==> config.mk <==
export PLATFORM = sky130hd
export DESIGN_NAME = irq_msg_ctrl
export DESIGN_NICKNAME = d
export VERILOG_FILES = /design/src/rtl/irq_msg_ctrl.sv
export SDC_FILE = /design/constraint.sdc
export NUM_CORES = 1
export LEC_CHECK = 0
export ABC_AREA = 1
export BUFFER_PORTS_ARGS = -buffer_cell sky130_fd_sc_hd__buf_2
export CELL_PAD_IN_SITES_DETAIL_PLACEMENT = 1
export CELL_PAD_IN_SITES_GLOBAL_PLACEMENT = 1
export CORE_MARGIN = 2
export CORE_UTILIZATION = 35
export DETAILED_ROUTE_END_ITERATION = 10
export PLACE_DENSITY_LB_ADDON = 0.25
export REMOVE_ABC_BUFFERS = 1
export SYNTH_ARGS = -nofsm -noshare
export SYNTH_HDL_FRONTEND = slang
export SYNTH_SLANG_ARGS = --single-unit
==> constraint.sdc <==
create_clock -name clk -period 1.3 [get_ports clk]
set_input_delay 0.195 -clock clk [delete_from_list [all_inputs] [get_ports clk]]
set_output_delay 0.195 -clock clk [all_outputs]
set_load 0.05 [all_outputs]
==> src/rtl/irq_msg_ctrl.sv <==
module irq_msg_ctrl #(
  parameter int NLINES = 11,
  parameter logic [NLINES-1:0] IMPL = 11'h5FF,
  parameter int AW = 12,
  parameter int DB = 5
) (
  input  logic              clk,
  input  logic              rst,
  input  logic [NLINES-1:0] irq_in,
  input  logic              reg_wr,
  input  logic              reg_rd,
  input  logic [AW-1:0]     reg_addr,
  input  logic [31:0]       reg_wdata,
  output logic [31:0]       reg_rdata,
  output logic              msg_valid,
  input  logic              msg_ready,
  output logic [31:0]       msg_addr,
  output logic [31:0]       msg_data
);
  localparam logic [AW-1:0] A_TGT  = AW'('h004);
  localparam logic [AW-1:0] A_REQ  = AW'('h00C);
  localparam logic [AW-1:0] A_MASK = AW'('h018);
  localparam logic [AW-1:0] A_PEND = AW'('h01C);
  localparam logic [AW-1:0] A_CTRL = AW'('h024);
  localparam logic [AW-1:0] A_LVL  = AW'('h028);
  localparam int PAD = 32 - NLINES;

  logic [NLINES-1:0] s1, lvl, lvl_d, mask_q, req_q, pend_q;
  logic [31:0] tgt_q;
  logic hold_q, trig_q;

  wire [NLINES-1:0] evt    = (lvl ^ lvl_d) & IMPL;
  wire [NLINES-1:0] evt_en = evt & mask_q;
  wire evt_any  = |evt_en;
  wire rd_req   = reg_rd && reg_addr == A_REQ;
  wire rd_pend  = reg_rd && reg_addr == A_PEND;
  wire issue    = !msg_valid && !hold_q && (evt_any || trig_q);

  always_ff @(posedge clk) begin
    if (rst) begin
      s1 <= '0; lvl <= '0; lvl_d <= '0;
    end else begin
      s1 <= irq_in; lvl <= s1; lvl_d <= lvl;
    end
  end

  always_ff @(posedge clk) begin
    if (rst) begin
      mask_q <= '0; tgt_q <= '0; hold_q <= 1'b0;
    end else if (reg_wr) begin
      case (reg_addr)
        A_TGT:  tgt_q  <= reg_wdata;
        A_MASK: mask_q <= reg_wdata[NLINES-1:0] & IMPL;
        A_CTRL: hold_q <= reg_wdata[0];
        default: ;
      endcase
    end
  end

  always_ff @(posedge clk) begin
    if (rst) begin
      req_q <= '0; pend_q <= '0;
    end else begin
      req_q  <= (rd_req  ? '0 : req_q)  | evt_en;
      pend_q <= (rd_pend ? '0 : pend_q) | evt;
    end
  end

  always_ff @(posedge clk) begin
    if (rst) reg_rdata <= '0;
    else begin
      reg_rdata <= '0;
      if (reg_rd)
        case (reg_addr)
          A_TGT:  reg_rdata <= tgt_q;
          A_REQ:  reg_rdata <= {{PAD{1'b0}}, req_q};
          A_MASK: reg_rdata <= {{PAD{1'b0}}, mask_q};
          A_PEND: reg_rdata <= {{PAD{1'b0}}, pend_q};
          A_CTRL: reg_rdata <= {31'b0, hold_q};
          A_LVL:  reg_rdata <= {{PAD{1'b0}}, lvl & IMPL};
          default: ;
        endcase
    end
  end

  always_ff @(posedge clk) begin
    if (rst) begin
      msg_valid <= 1'b0; trig_q <= 1'b0;
      msg_addr <= '0; msg_data <= '0;
    end else begin
      trig_q <= (trig_q || (evt_any && !msg_valid)) && !issue;
      if (issue) begin
        msg_valid <= 1'b1;
        msg_addr  <= {tgt_q[31:DB], {DB{1'b0}}};
        msg_data  <= {{(32-DB){1'b0}}, tgt_q[DB-1:0]};
      end else if (msg_ready) msg_valid <= 1'b0;
    end
  end


  msg_hold_chk: assert property (@(posedge clk) disable iff (rst)
    msg_valid && !msg_ready |=> msg_valid && $stable(msg_addr) && $stable(msg_data));


  bit9_zero_chk: assert property (@(posedge clk) disable iff (rst)
    reg_rd && reg_addr != A_TGT |=> reg_rdata[9] == 1'b0);


  hold_quiet_chk: assert property (@(posedge clk) disable iff (rst)
    hold_q && !msg_valid |=> !msg_valid);


  req_clear_chk: assert property (@(posedge clk) disable iff (rst)
    rd_req && !evt_any |=> req_q == '0);
endmodule

* Yosys cells after proc, flatten, opt, wreduce, memory -nomap -nowiden
Cells that the tools add are included.
** Operators by class
- Bitwise logic cells :: 5
- Equal/unequal tests :: 6
- Multiplexer cells :: 5
- Reductions and logical operators :: 17
** Operators with widths (number)
- 32-bit case mux with 6 select lines :: 1
- 12-bit by 5-bit equality test with 1-bit output, second input constant :: 2
- 12-bit by 6-bit equality test with 1-bit output, second input constant :: 2
- 11-bit 2-to-1 mux :: 2
- 11-bit OR :: 2
- 12-bit by 3-bit equality test with 1-bit output, second input constant :: 1
- 12-bit by 4-bit equality test with 1-bit output, second input constant :: 1
- 11-bit bitwise AND :: 1
- 11-bit OR reduction :: 1
- 11-bit bitwise XOR :: 1
- 1-bit logical AND :: 6
- 2-bit AND reduction :: 3
- 1-bit logical NOT :: 3
- 1-bit logical OR :: 2
- 1-bit 2-to-1 mux :: 2
- 2-bit nonzero test :: 1
- 2-bit OR reduction :: 1
- 1-bit inverter :: 1
** Word-level totals
- Word-level logic and storage cells :: 46
- Bits in registers :: 164
- Output and inout port bits :: 97

* Longest topological paths before layout
Gate-level depths: netlist of the first run.
- Depth in word-level cells :: 7
- Depth in mapped cells :: 11

* Worst setup path after synthesis of the first run
No wires, ideal clock.
- Kind :: reg-to-reg
- Start :: register msg_valid
- End :: register msg_addr[29]
- Arrival :: 1.465 ns
- Setup time :: 0.117 ns
- Data required time :: 1.183 ns
- Slack :: -0.282 ns
- Clock period less this slack :: 1.582 ns
- Cell stages (with the launch flop) :: 7
- Buffers on the path :: 2
- Cell sequence :: dfxtp_1 nor2_1 clkbuf_1 buf_1 nand3_1 nand2_1 nor2_1
** On the way
- Longest elaborated chain between the ends :: 3
** Ends and longest elaborated chain
- start: declaration :: line 15 : output logic msg_valid,
- start signal: assignment :: line 88 : msg_valid <= 1'b0; trig_q <= 1'b0;
- start signal: assignment :: line 93 : msg_valid <= 1'b1;
- start signal: assignment :: line 96 : end else if (msg_ready) msg_valid <= 1'b0;
- 1-bit logical NOT :: line 37 : wire issue = !msg_valid && !hold_q && (evt_any || trig_q);
- 1-bit logical AND (2 in series) :: line 37
- end signal: assignment :: line 94 : msg_addr <= {tgt_q[31:DB], {DB{1'b0}}};
- end: declaration :: line 17 : output logic [31:0] msg_addr,
Every way passes these cells.
A chain may end at the register's enable or synchronous reset.

* Worst setup path after layout of the first run
- Start :: register lvl[0]
- End :: register msg_addr[17]
** On the way
- Longest elaborated chain between the ends :: 5
** Ends and longest elaborated chain
- start: declaration :: line 28 : logic [NLINES-1:0] s1, lvl, lvl_d, mask_q, req_q, pend_q;
- start signal: assignment :: line 41 : s1 <= '0; lvl <= '0; lvl_d <= '0;
- start signal: assignment :: line 43 : s1 <= irq_in; lvl <= s1; lvl_d <= lvl;
- 11-bit bitwise XOR :: line 32 : wire [NLINES-1:0] evt = (lvl ^ lvl_d) & IMPL;
- 11-bit bitwise AND :: line 33 : wire [NLINES-1:0] evt_en = evt & mask_q;
- 11-bit OR reduction :: line 34 : wire evt_any = |evt_en;
- 1-bit logical OR :: line 37
- 1-bit logical AND :: line 37
Every way passes these cells.

==> flow_summary_export.csv, run 1 <==
group,metric,value,unit
finish,diodes,0,
global_routing,grt_max_degree,94,
cts,htreeDepth,4,
cts,numCtsBuffers,17,
outcome,status,"complete, but fails checks",
min_path,min_to,"tgt_q[27]",
route,wl_met3,864,um
synthesis,yosys-top-cells-area,"dfxtp_1 49%, nand3_1 8.0%, nor2_1 7.4%",
power,p_int,8.442,mW
outcome,violations,"negative setup slack",
synthesis,ys_warn_count,0,
synthesis,synth_area_leader_cell,"dfxtp_1",
critical_path,crit_type,"reg -> reg",
critical_path,max_stage_delay,0.34,ns
synthesis,avgSynthCellArea,8.016,um^2
sta,period_share,1.183,
cts,clk_latency,0.43,ns
route,routed_wl,20790,um
synthesis,synth-seq-area-share,0.4926,
sta,drv_slew,0,
global_routing,grt_pass1_wl,31880,um
power,power_density,1194,mW/mm^2
flow_run,cap_violations,0,
die,die_x,139.9,um
sta,tns,-7.197,ns
sta,setup_viol,34,
die,initial_utilization,0.3585,
critical_path,regToRegEndpoint,"msg_addr[17]",
sta,fin_ws,-0.2382,ns
global_routing,grt_overflow,0,
power,swShare,0.2383,
critical_path,end_kind,"flip-flop",
sta,timing.fmax,650.1,MHz
die,dieArea,0.01956,mm^2
power,combPwrFrac,0.065,
sta,clock_skew,0.008673,ns
global_routing,grt_usage,0.2074,
route,topRoutingLayerUsed,"met4",
synthesis,ys_ff_latch,159,
global_routing,grt_pass1_vias,5961,
critical_path,cp.arrival,1.86,ns
sta,period_minus_slack,1.538,ns
finish,final_util,0.5150,
placement,gp_congestion,0.7631,
die,ios,157,
critical_path,cp_data_required_time,1.62,ns
sta,worst_pin_slew,0.5315,ns
placement,io_buffers,123,
power,leakagePower,3.949,nW
cts,clockRootBuffer,"clkbuf_16",
route,detail_route.iter0.violations,257,
synthesis,yosysMostFrequentCell,"dfxtp_1",
cts,path_clk_slew,0.07,ns
synthesis,synth_cell_type_count,25,
die,core_area,0.01802,mm^2
critical_path,ff2ff_setup_slack,-0.24,ns
sta,timing_hold_violations_final,0,
synthesis,synth_common_cells,"159 x dfxtp_1, 127 x nor2_1, 113 x nand2_1",
route,drt_first_pass_iters,4,
placement,dpl.hpwl,12290,um
synthesis,syn_area,0.006461,mm^2
cts,clock_tree.buffer_depth,2,
critical_path,crit_slowest_cell,"dfxtp_2",
synthesis,async_flop_share,0,
power,p_seq_frac,0.448,
route,antenna_left,0,
finish,syn_to_final_growth,43.67,%
min_path,min_path_type,"in -> reg",
critical_path,worstReg2RegStart,"lvl[0]",
min_path,holdCritStartpoint,"reg_wdata[27]",
die,row_count,49,
synthesis,synth_enable_flop_cells,0,
power,vdd_drop_max,0.0009450,V
critical_path,path_cells,"nand2_1, nand3_4, nand2_2, nor2_4, nand3_4, buf_8, buf_12, a21oi_1, nor2_1",
finish,nets,1070,
sta,rsz0062_at_grt,"yes",
route,viasPerCell,4.779,
route,vias,5983,
power,clkPwrFrac,0.487,
cts,cts_sinks,159,
critical_path,worstPathMaxFanout,5,
min_path,worstHoldPathCells,3,
global_routing,antenna_found_initial,0,
finish,drive_gt1_frac,0.4047,
synthesis,synth_top_area_frac,0.4926,
route,met1_length,9005,um
die,die_h,139.9,um
route,drc_errors,0,
route,route.met2.wl,10590,um
route,wl_per_cell,16.61,um
synthesis,synthCells,806,
critical_path,ff2ff_path_depth,9,
synthesis,synth_ff_type,"dfxtp_1",
cts,tritoncts,"yes",
critical_path,cp-start-kind,"flip-flop",
critical_path,crit_path_frequent_cell,"nand3_4",
power,net-switching-power,2.642,mW
sta,maxSlewHeadroom,0.6457,
==> critical path: cells and delay by family (launching register included) <==
kind | cells | cell delay [ns]
flip-flops | 1 | 0.34
AO/OA/AOI/OAI | 1 | 0.14
AND/OR/NAND/NOR | 6 | 0.64
buffers and inverters | 2 | 0.31
==> stage by stage <==
stage          area, um^2  worst slack, ns  hold WS, ns  total power, mW  instances
6_report             9283          -0.2382      0.05458            11.08       1252
5_1_grt              9283          -0.3130      0.04300            11.46       1252
4_1_cts              8955          -0.1969      0.04335            11.14       1243
3_5_place_dp         7754          -0.2997       0.3971            5.736       1183
3_3_place_gp         7754          -0.2566       0.3897            5.731       1183
2_1_floorplan        6116           -1.725       0.2641            5.413        756
==> cells by family (layout without fill, tap and decap cells) <==
kind of cell           after synthesis  count (layout)  share of synthesized area
and+or+nand+nor                    375             375                     0.2659
AOI/OAI and AO/OA                  109             109                     0.1224
buffers and inverters              162             348                     0.1185
DFF                                159             159                     0.4926
other                                1              32                  0.0005804
==> registers in the layout, indices dropped and copies added (netlist names) <==
register / count
reg_rdata: 32
tgt_q: 32
msg_addr: 27
lvl: 10
lvl_d: 10
mask_q: 10
pend_q: 10
req_q: 10
s1: 10
msg_data: 5
hold_q: 1
msg_valid: 1
trig_q: 1
==> layout by cell type, fill, tap and decap left out, types with 2 or more instances in the layout <==
| master | count |
|---|---|
| nand3_2 | 25 |
| nor2_4 | 6 |
| inv_4 | 2 |
| nand2_2 | 18 |
| nor2_2 | 4 |
| buf_2 | 116 |
| a211oi_2 | 32 |
| a21oi_2 | 22 |
| clkinv_4 | 3 |
| nor3_1 | 2 |
| buf_12 | 13 |
| inv_1 | 70 |
| conb_1 | 32 |
| a21oi_1 | 41 |
| buf_16 | 6 |
| dlygate4sd3_1 | 11 |
| buf_4 | 75 |
| clkbuf_1 | 2 |
| o21ai_1 | 6 |
| dfxtp_2 | 11 |
| buf_6 | 6 |
| nand2_1 | 93 |
| clkbuf_4 | 4 |
| inv_2 | 8 |
| nand2_4 | 2 |
| clkinv_2 | 2 |
| nor2_1 | 121 |
| dfxtp_4 | 2 |
| inv_6 | 2 |
| nand3_1 | 76 |
| bufinv_16 | 4 |
| nand3_4 | 4 |
| dfxtp_1 | 146 |
| nor3_2 | 21 |
| o21ai_0 | 5 |
| clkbuf_16 | 20 |
==> power groups by stage <==
| stage | combinational (mW) | clock, mW | sequential (mW) |
|---|---|---|---|
| after detailed placement | 0.665 | 0 | 5.07 |
| after global placement | 0.663 | 0 | 5.07 |
| after floorplan | 0.350 | 0 | 5.06 |
| final | 0.724 | 5.39 | 4.97 |
| after CTS | 0.704 | 5.48 | 4.96 |
| after global routing | 0.784 | 5.71 | 4.97 |
==> cell type report <==
cell class                 count  area, um^2
multi-input combinational    516        2988
clock buffer                  20       446.7
clock inverter                12       181.4
sequential                   159        3204
tap                          229       286.5
inverter                      81       309.0
fill                        2164        8742
timing repair buffer         235        1867
==> how the worst max path moves through the flow <==
stage | start | end | slack, ns
2_1_floorplan | msg_valid | msg_addr[10] | -1.72
3_3_place_gp | reg_addr[7] | req_q[1] | -0.26
3_5_place_dp | reg_addr[7] | req_q[4] | -0.30
4_1_cts | lvl[2] | msg_addr[30] | -0.20
5_1_grt | lvl[0] | msg_addr[31] | -0.31
6_report | lvl[0] | msg_addr[17] | -0.24
==> repair_timing <==
item | 4_1_cts | 5_1_grt
hold buffers | 11 | 0
gates resized for setup | 74 | 57
gates cloned | 6 | 4
setup buffers | 11 | 9
endpoints found under the setup margin | 35 | 37
endpoints found under the hold margin | 11 | 0
pin swaps | 7 | 17
==> layer usage <==
| metal | vias to the layer above | track usage |
|---|---|---|
| met5 | - | 0.002506 |
| met4 | 0 | 0.06789 |
| met3 | 21 | 0.04680 |
| met2 | 155 | 0.3484 |
| met1 | 2867 | 0.2641 |
| li1 | 2940 | - |
(Power assumes the default switching activity.)
==> run 2, diff against run 1 <==
--- a/config.mk
+++ b/config.mk
@@ -14,6 +14,7 @@
 export DETAILED_ROUTE_END_ITERATION = 10
 export PLACE_DENSITY_LB_ADDON = 0.25
 export REMOVE_ABC_BUFFERS = 1
+export SKIP_LAST_GASP = 1
 export SYNTH_ARGS = -nofsm -noshare
 export SYNTH_HDL_FRONTEND = slang
 export SYNTH_SLANG_ARGS = --single-unit
==> flow_summary_export.csv, run 2 (synthesis results as in run 1) <==
group,metric,value,unit
outcome,status,"complete, but fails checks",
outcome,violations,"negative setup slack",
sta,worst_hold_slack,0.05174,ns
route,wl_met3,840,um
critical_path,crit_type,"reg -> reg",
die,initial_utilization,0.3585,
cts,cts_sinks,159,
cts,clk_latency,0.43,ns
power,vdd_drop_max,0.0009648,V
finish,drive_gt1_frac,0.3931,
route,detail_route.iter0.violations,309,
critical_path,ff2ff_setup_slack,-0.23,ns
cts,tritoncts,"yes",
global_routing,grt_usage,0.2062,
die,row_count,49,
sta,rsz0062_at_grt,"yes",
finish,regArea,0.003204,mm^2
placement,placed_cells_incl_taps,1183,
critical_path,end_kind,"flip-flop",
sta,tns,-6.000,ns
sta,clock_skew,0.01051,ns
critical_path,worstPathMaxFanout,7,
global_routing,antenna_found_initial,0,
finish,diodes,0,
sta,timing.fmax,653.0,MHz
route,routed_wl,20160,um
route,met1_length,9051,um
flow_run,cap_violations,0,
route,vias,5934,
finish,nets,1067,
finish,multi_input_area,0.002938,mm^2
global_routing,grt_max_degree,94,
placement,dpl.hpwl,12290,um
power,power_density,1208,mW/mm^2
finish,fin_cells,1249,
placement,io_buffers,123,
min_path,min_path_type,"in -> reg",
cts,numCtsBuffers,17,
finish,fill_cells,2162,
global_routing,grt_overflow,0,
sta,period_minus_slack,1.531,ns
sta,worst_pin_slew,0.5427,ns
die,die_x,139.9,um
die,dieArea,0.01956,mm^2
die,die_h,139.9,um
critical_path,cp-start-kind,"flip-flop",
cts,path_clk_slew,0.06,ns
placement,placed_cell_area,0.007754,mm^2
route,wl_per_cell,16.14,um
sta,period_share,1.178,
placement,gp_congestion,0.7631,
sta,setup_viol,35,
route,drt_first_pass_iters,5,
cts,htreeDepth,4,
finish,reg_top3,"reg_rdata x32, tgt_q x32, msg_addr x27",
finish,layout_commonest_cell,"dfxtp_1",
global_routing,grt_pass1_wl,31730,um
cts,clockRootBuffer,"clkbuf_16",
critical_path,cp.arrival,1.85,ns
finish,final_area,0.009170,mm^2
power,leakagePower,3.918,nW
route,antenna_left,0,
sta,timing_hold_violations_final,0,
die,ios,157,
die,core_area,0.01802,mm^2
route,viasPerCell,4.751,
route,topRoutingLayerUsed,"met4",
sta,maxSlewHeadroom,0.6382,
cts,clock_tree.buffer_depth,2,
critical_path,cp_data_required_time,1.62,ns
sta,drv_slew,0,
sta,fin_ws,-0.2315,ns
finish,layout_common_cells,"146 x dfxtp_1, 122 x nor2_1, 119 x buf_2, 94 x nand2_1, 82 x nand3_1",
finish,syn_to_final_growth,41.92,%
route,route.met2.wl,9914,um
finish,final_util,0.5087,
route,drc_errors,0,
global_routing,grt_pass1_vias,5949,
-- run 2: cell count changes in the layout (fill, tap and decap cells not counted), moves of 2 or more --
cell,before,now
clkbuf_4,4,2
buf_6,6,2
buf_2,116,119
nand3_1,76,82
a21oi_2,22,20
nand3_2,25,20
a21oi_1,41,43
-- run 2: cell type report --
type                       instances  share of cell area
inverter                          81             0.03370
clock inverter                    12             0.01978
tap                              229             0.03125
sequential                       159              0.3494
multi-input combinational        516              0.3204
clock buffer                      20             0.04871
timing repair buffer             232              0.1968
-- run 2: what timing repair did --
action                                  CTS  global route
pin swaps                                 7            17
hold endpoints to repair                 11             0
buffers inserted                         11             5
gates cloned                              6             3
resized for setup                        68            44
endpoints found under the setup margin   35            37
hold buffers                             11             0
-- run 2: critical path: stages (launching register included) --
cell	delay, ns
dfxtp_2	0.34
nand2_1	0.08
nand3_2	0.11
nand2_2	0.09
nor2_4	0.13
nand3_4	0.13
buf_8	0.17
buf_6	0.15
a21oi_2	0.14
nor2_1	0.07
-- run 2: where the power goes --
part           internal (mW)  switching [mW]
Clock                   3.28            2.11
Sequential              4.93          0.0349
Combinational          0.226           0.491
-- run 2: worst paths after layout --
check / start / end / cells after the start
max: lvl[0] / msg_addr[20] / 9
min: reg_wdata[27] / tgt_q[27] / 3
max reg2reg: lvl[0] / msg_addr[20] / 9
min reg2reg: s1[0] / lvl[0] / 2
-- run 2: metrics by stage --
stage,total power [mW],worst slack (ns)
2_1_floorplan,5.413,-1.725
3_3_place_gp,5.731,-0.2566
3_5_place_dp,5.736,-0.2997
4_1_cts,11.14,-0.1969
5_1_grt,11.46,-0.3103
6_report,11.07,-0.2315
-- run 2: per-layer routing --
layer | track usage | vias up
li1 | - | 2929
met1 | 0.2638 | 2822
met2 | 0.3489 | 158
met3 | 0.04542 | 25
met4 | 0.06158 | 0
met5 | 0 | -
==> run 3, diff against run 2 <==
--- a/config.mk
+++ b/config.mk
@@ -10,7 +10,8 @@
 export CELL_PAD_IN_SITES_DETAIL_PLACEMENT = 1
 export CELL_PAD_IN_SITES_GLOBAL_PLACEMENT = 1
 export CORE_MARGIN = 2
-export CORE_UTILIZATION = 35
+export CORE_UTILIZATION = 36
+export CTS_BUF_LIST = sky130_fd_sc_hd__clkbuf_8
 export DETAILED_ROUTE_END_ITERATION = 10
 export PLACE_DENSITY_LB_ADDON = 0.25
 export REMOVE_ABC_BUFFERS = 1
==> flow_summary_export.csv, run 3 (synthesis results as in run 1) <==
group,metric,value,unit
outcome,status,"complete, but fails checks",
outcome,violations,"negative setup slack",
critical_path,cp-start-kind,"flip-flop",
global_routing,use_met3,0.03692,
route,drt_first_pass_iters,4,
min_path,min_path_type,"in -> reg",
route,routed_wl,20230,um
cts,tritoncts,"yes",
global_routing,grt_pass1_wl,30890,um
die,initial_utilization,0.3710,
critical_path,ff2ff_setup_slack,-0.25,ns
sta,timing_hold_violations_final,0,
global_routing,use_met1,0.2709,
power,p_seq_frac,0.525,
route,detail_route.iter0.violations,244,
placement,io_buffers,123,
critical_path,ff2ff_path_depth,10,
global_routing,busiest_layer,"met2",
power,vdd_drop_max,0.0006420,V
power,p_int,6.982,mW
die,row_count,48,
finish,layout_commonest_cell,"dfxtp_1",
critical_path,crit_family,"simple AND/OR/NAND/NOR gates",
critical_path,max_stage_delay,0.38,ns
route,drc_errors,0,
finish,syn_to_final_growth,42.45,%
finish,reg_top3,"reg_rdata x32, tgt_q x32, msg_addr x27",
sta,setup_viol,35,
route,wl_per_cell,16.09,um
sta,maxSlewHeadroom,0.6343,
power,net-switching-power,2.477,mW
route,antenna_left,0,
critical_path,path_cells,"inv_4, nand2_4, nand3_4, nand2_4, nor2_4, nand3_4, buf_12, buf_16, a21oi_2, nor2_1",
critical_path,worstPathMaxFanout,6,
finish,drive_gt1_frac,0.4050,
critical_path,critical_path.startpoint,"lvl[5]",
placement,dpl.hpwl,12870,um
sta,worst_pin_slew,0.5486,ns
sta,clock_skew,0.01345,ns
route,viasPerCell,4.837,
sta,period_share,1.192,
finish,nets,1079,
die,die_x,138.0,um
global_routing,grt_usage,0.2114,
finish,diodes,0,
cts,path_clk_slew,0.09,ns
global_routing,grt_max_degree,94,
cts,numCtsBuffers,17,
sta,rsz0062_at_grt,"yes",
critical_path,path_buf_inv,3,
critical_path,cp_data_required_time,1.65,ns
critical_path,worstReg2RegStart,"lvl[5]",
min_path,min_to,"tgt_q[9]",
cts,clock_tree.buffer_depth,2,
critical_path,crit_type,"reg -> reg",
global_routing,grt_overflow,0,
sta,fin_ws,-0.2497,ns
power,combPwrFrac,0.080,
sta,timing.fmax,645.3,MHz
cts,htreeDepth,4,
power,leakagePower,3.886,nW
critical_path,end_kind,"flip-flop",
finish,layout_common_cells,"143 x dfxtp_1, 119 x nor2_1, 98 x buf_4, 90 x nand2_1",
die,die_h,138.0,um
power,power_density,1028,mW/mm^2
global_routing,use_met2,0.3614,
sta,period_minus_slack,1.550,ns
sta,tns,-7.259,ns
global_routing,grt_pass1_vias,5884,
die,core_area,0.01742,mm^2
placement,gp_congestion,0.7719,
cts,cts_sinks,159,
finish,final_util,0.5284,
power,clkPwrFrac,0.395,
die,dieArea,0.01904,mm^2
flow_run,cap_violations,0,
route,vias,6080,
critical_path,regToRegEndpoint,"msg_addr[21]",
critical_path,crit_slowest_cell,"dfxtp_4",
critical_path,cp.arrival,1.90,ns
global_routing,antenna_found_initial,0,
min_path,worstHoldPathCells,3,
cts,clk_latency,0.46,ns
min_path,holdCritStartpoint,"reg_wdata[9]",
die,ios,157,
power,swShare,0.2618,
sta,drv_slew,0,
cts,clockRootBuffer,"clkbuf_8",
run 3: final cells by class:
type | count | area [um^2]
fillers | 2114 | 8213
flip-flops and latches | 159 | 3211
multi-input cells | 516 | 2980
repair buffers | 244 | 2018
inverters | 81 | 311.5
well taps | 225 | 281.5
clock buffers | 19 | 261.5
clock inverters | 13 | 140.1
run 3: metal layers:
layer / share of wire / up-vias
met4: 0.013 / 0
li1: - / 2953
met3: 0.039 / 25
met2: 0.50 / 138
met1: 0.45 / 2964
met5: 0 / -
run 3: worst min-delay path: stages:
cell,delay (ns)
buf_2,0.07
nor2_1,0.04
a211oi_2,0.12
run 3: how the worst max path moves through the flow:
stage,slack (ns),cells past startpoint,end
after floorplan,-1.72,4,msg_addr[10]
after global placement,-0.32,8,reg_rdata[8]
after detailed placement,-0.39,9,msg_addr[20]
after CTS,-0.27,11,msg_addr[27]
after global routing,-0.31,11,msg_addr[30]
final,-0.25,10,msg_addr[21]
run 3: what timing repair did:
action | CTS | global route
endpoints found under the hold margin | 14 | 0
pin swaps | 11 | 21
setup endpoints to repair | 41 | 68
hold buffers | 14 | 0
cloned | 4 | 2
buffers inserted | 13 | 11
gates resized for setup | 60 | 120
run 3: power by group through the flow:
stage	Combinational, mW	Clock (mW)	Sequential (mW)
global route	0.812	4.05	4.97
CTS	0.726	3.82	4.96
global placement	0.662	0	5.07
detailed placement	0.667	0	5.07
finish	0.755	3.74	4.96
floorplan	0.350	0	5.06
run 3: per-stage QoR:
stage	power [mW]	setup WS (ns)	hold slack (ns)	cell area (um^2)	cells
final	9.459	-0.2497	0.01758	9204	1257
after detailed placement	5.738	-0.3877	0.3981	7829	1183
after global placement	5.730	-0.3226	0.3901	7829	1183
after CTS	9.501	-0.2652	0.002346	8766	1246
after floorplan	5.413	-1.725	0.2641	6116	756
after global routing	9.833	-0.3113	0.02141	9204	1257
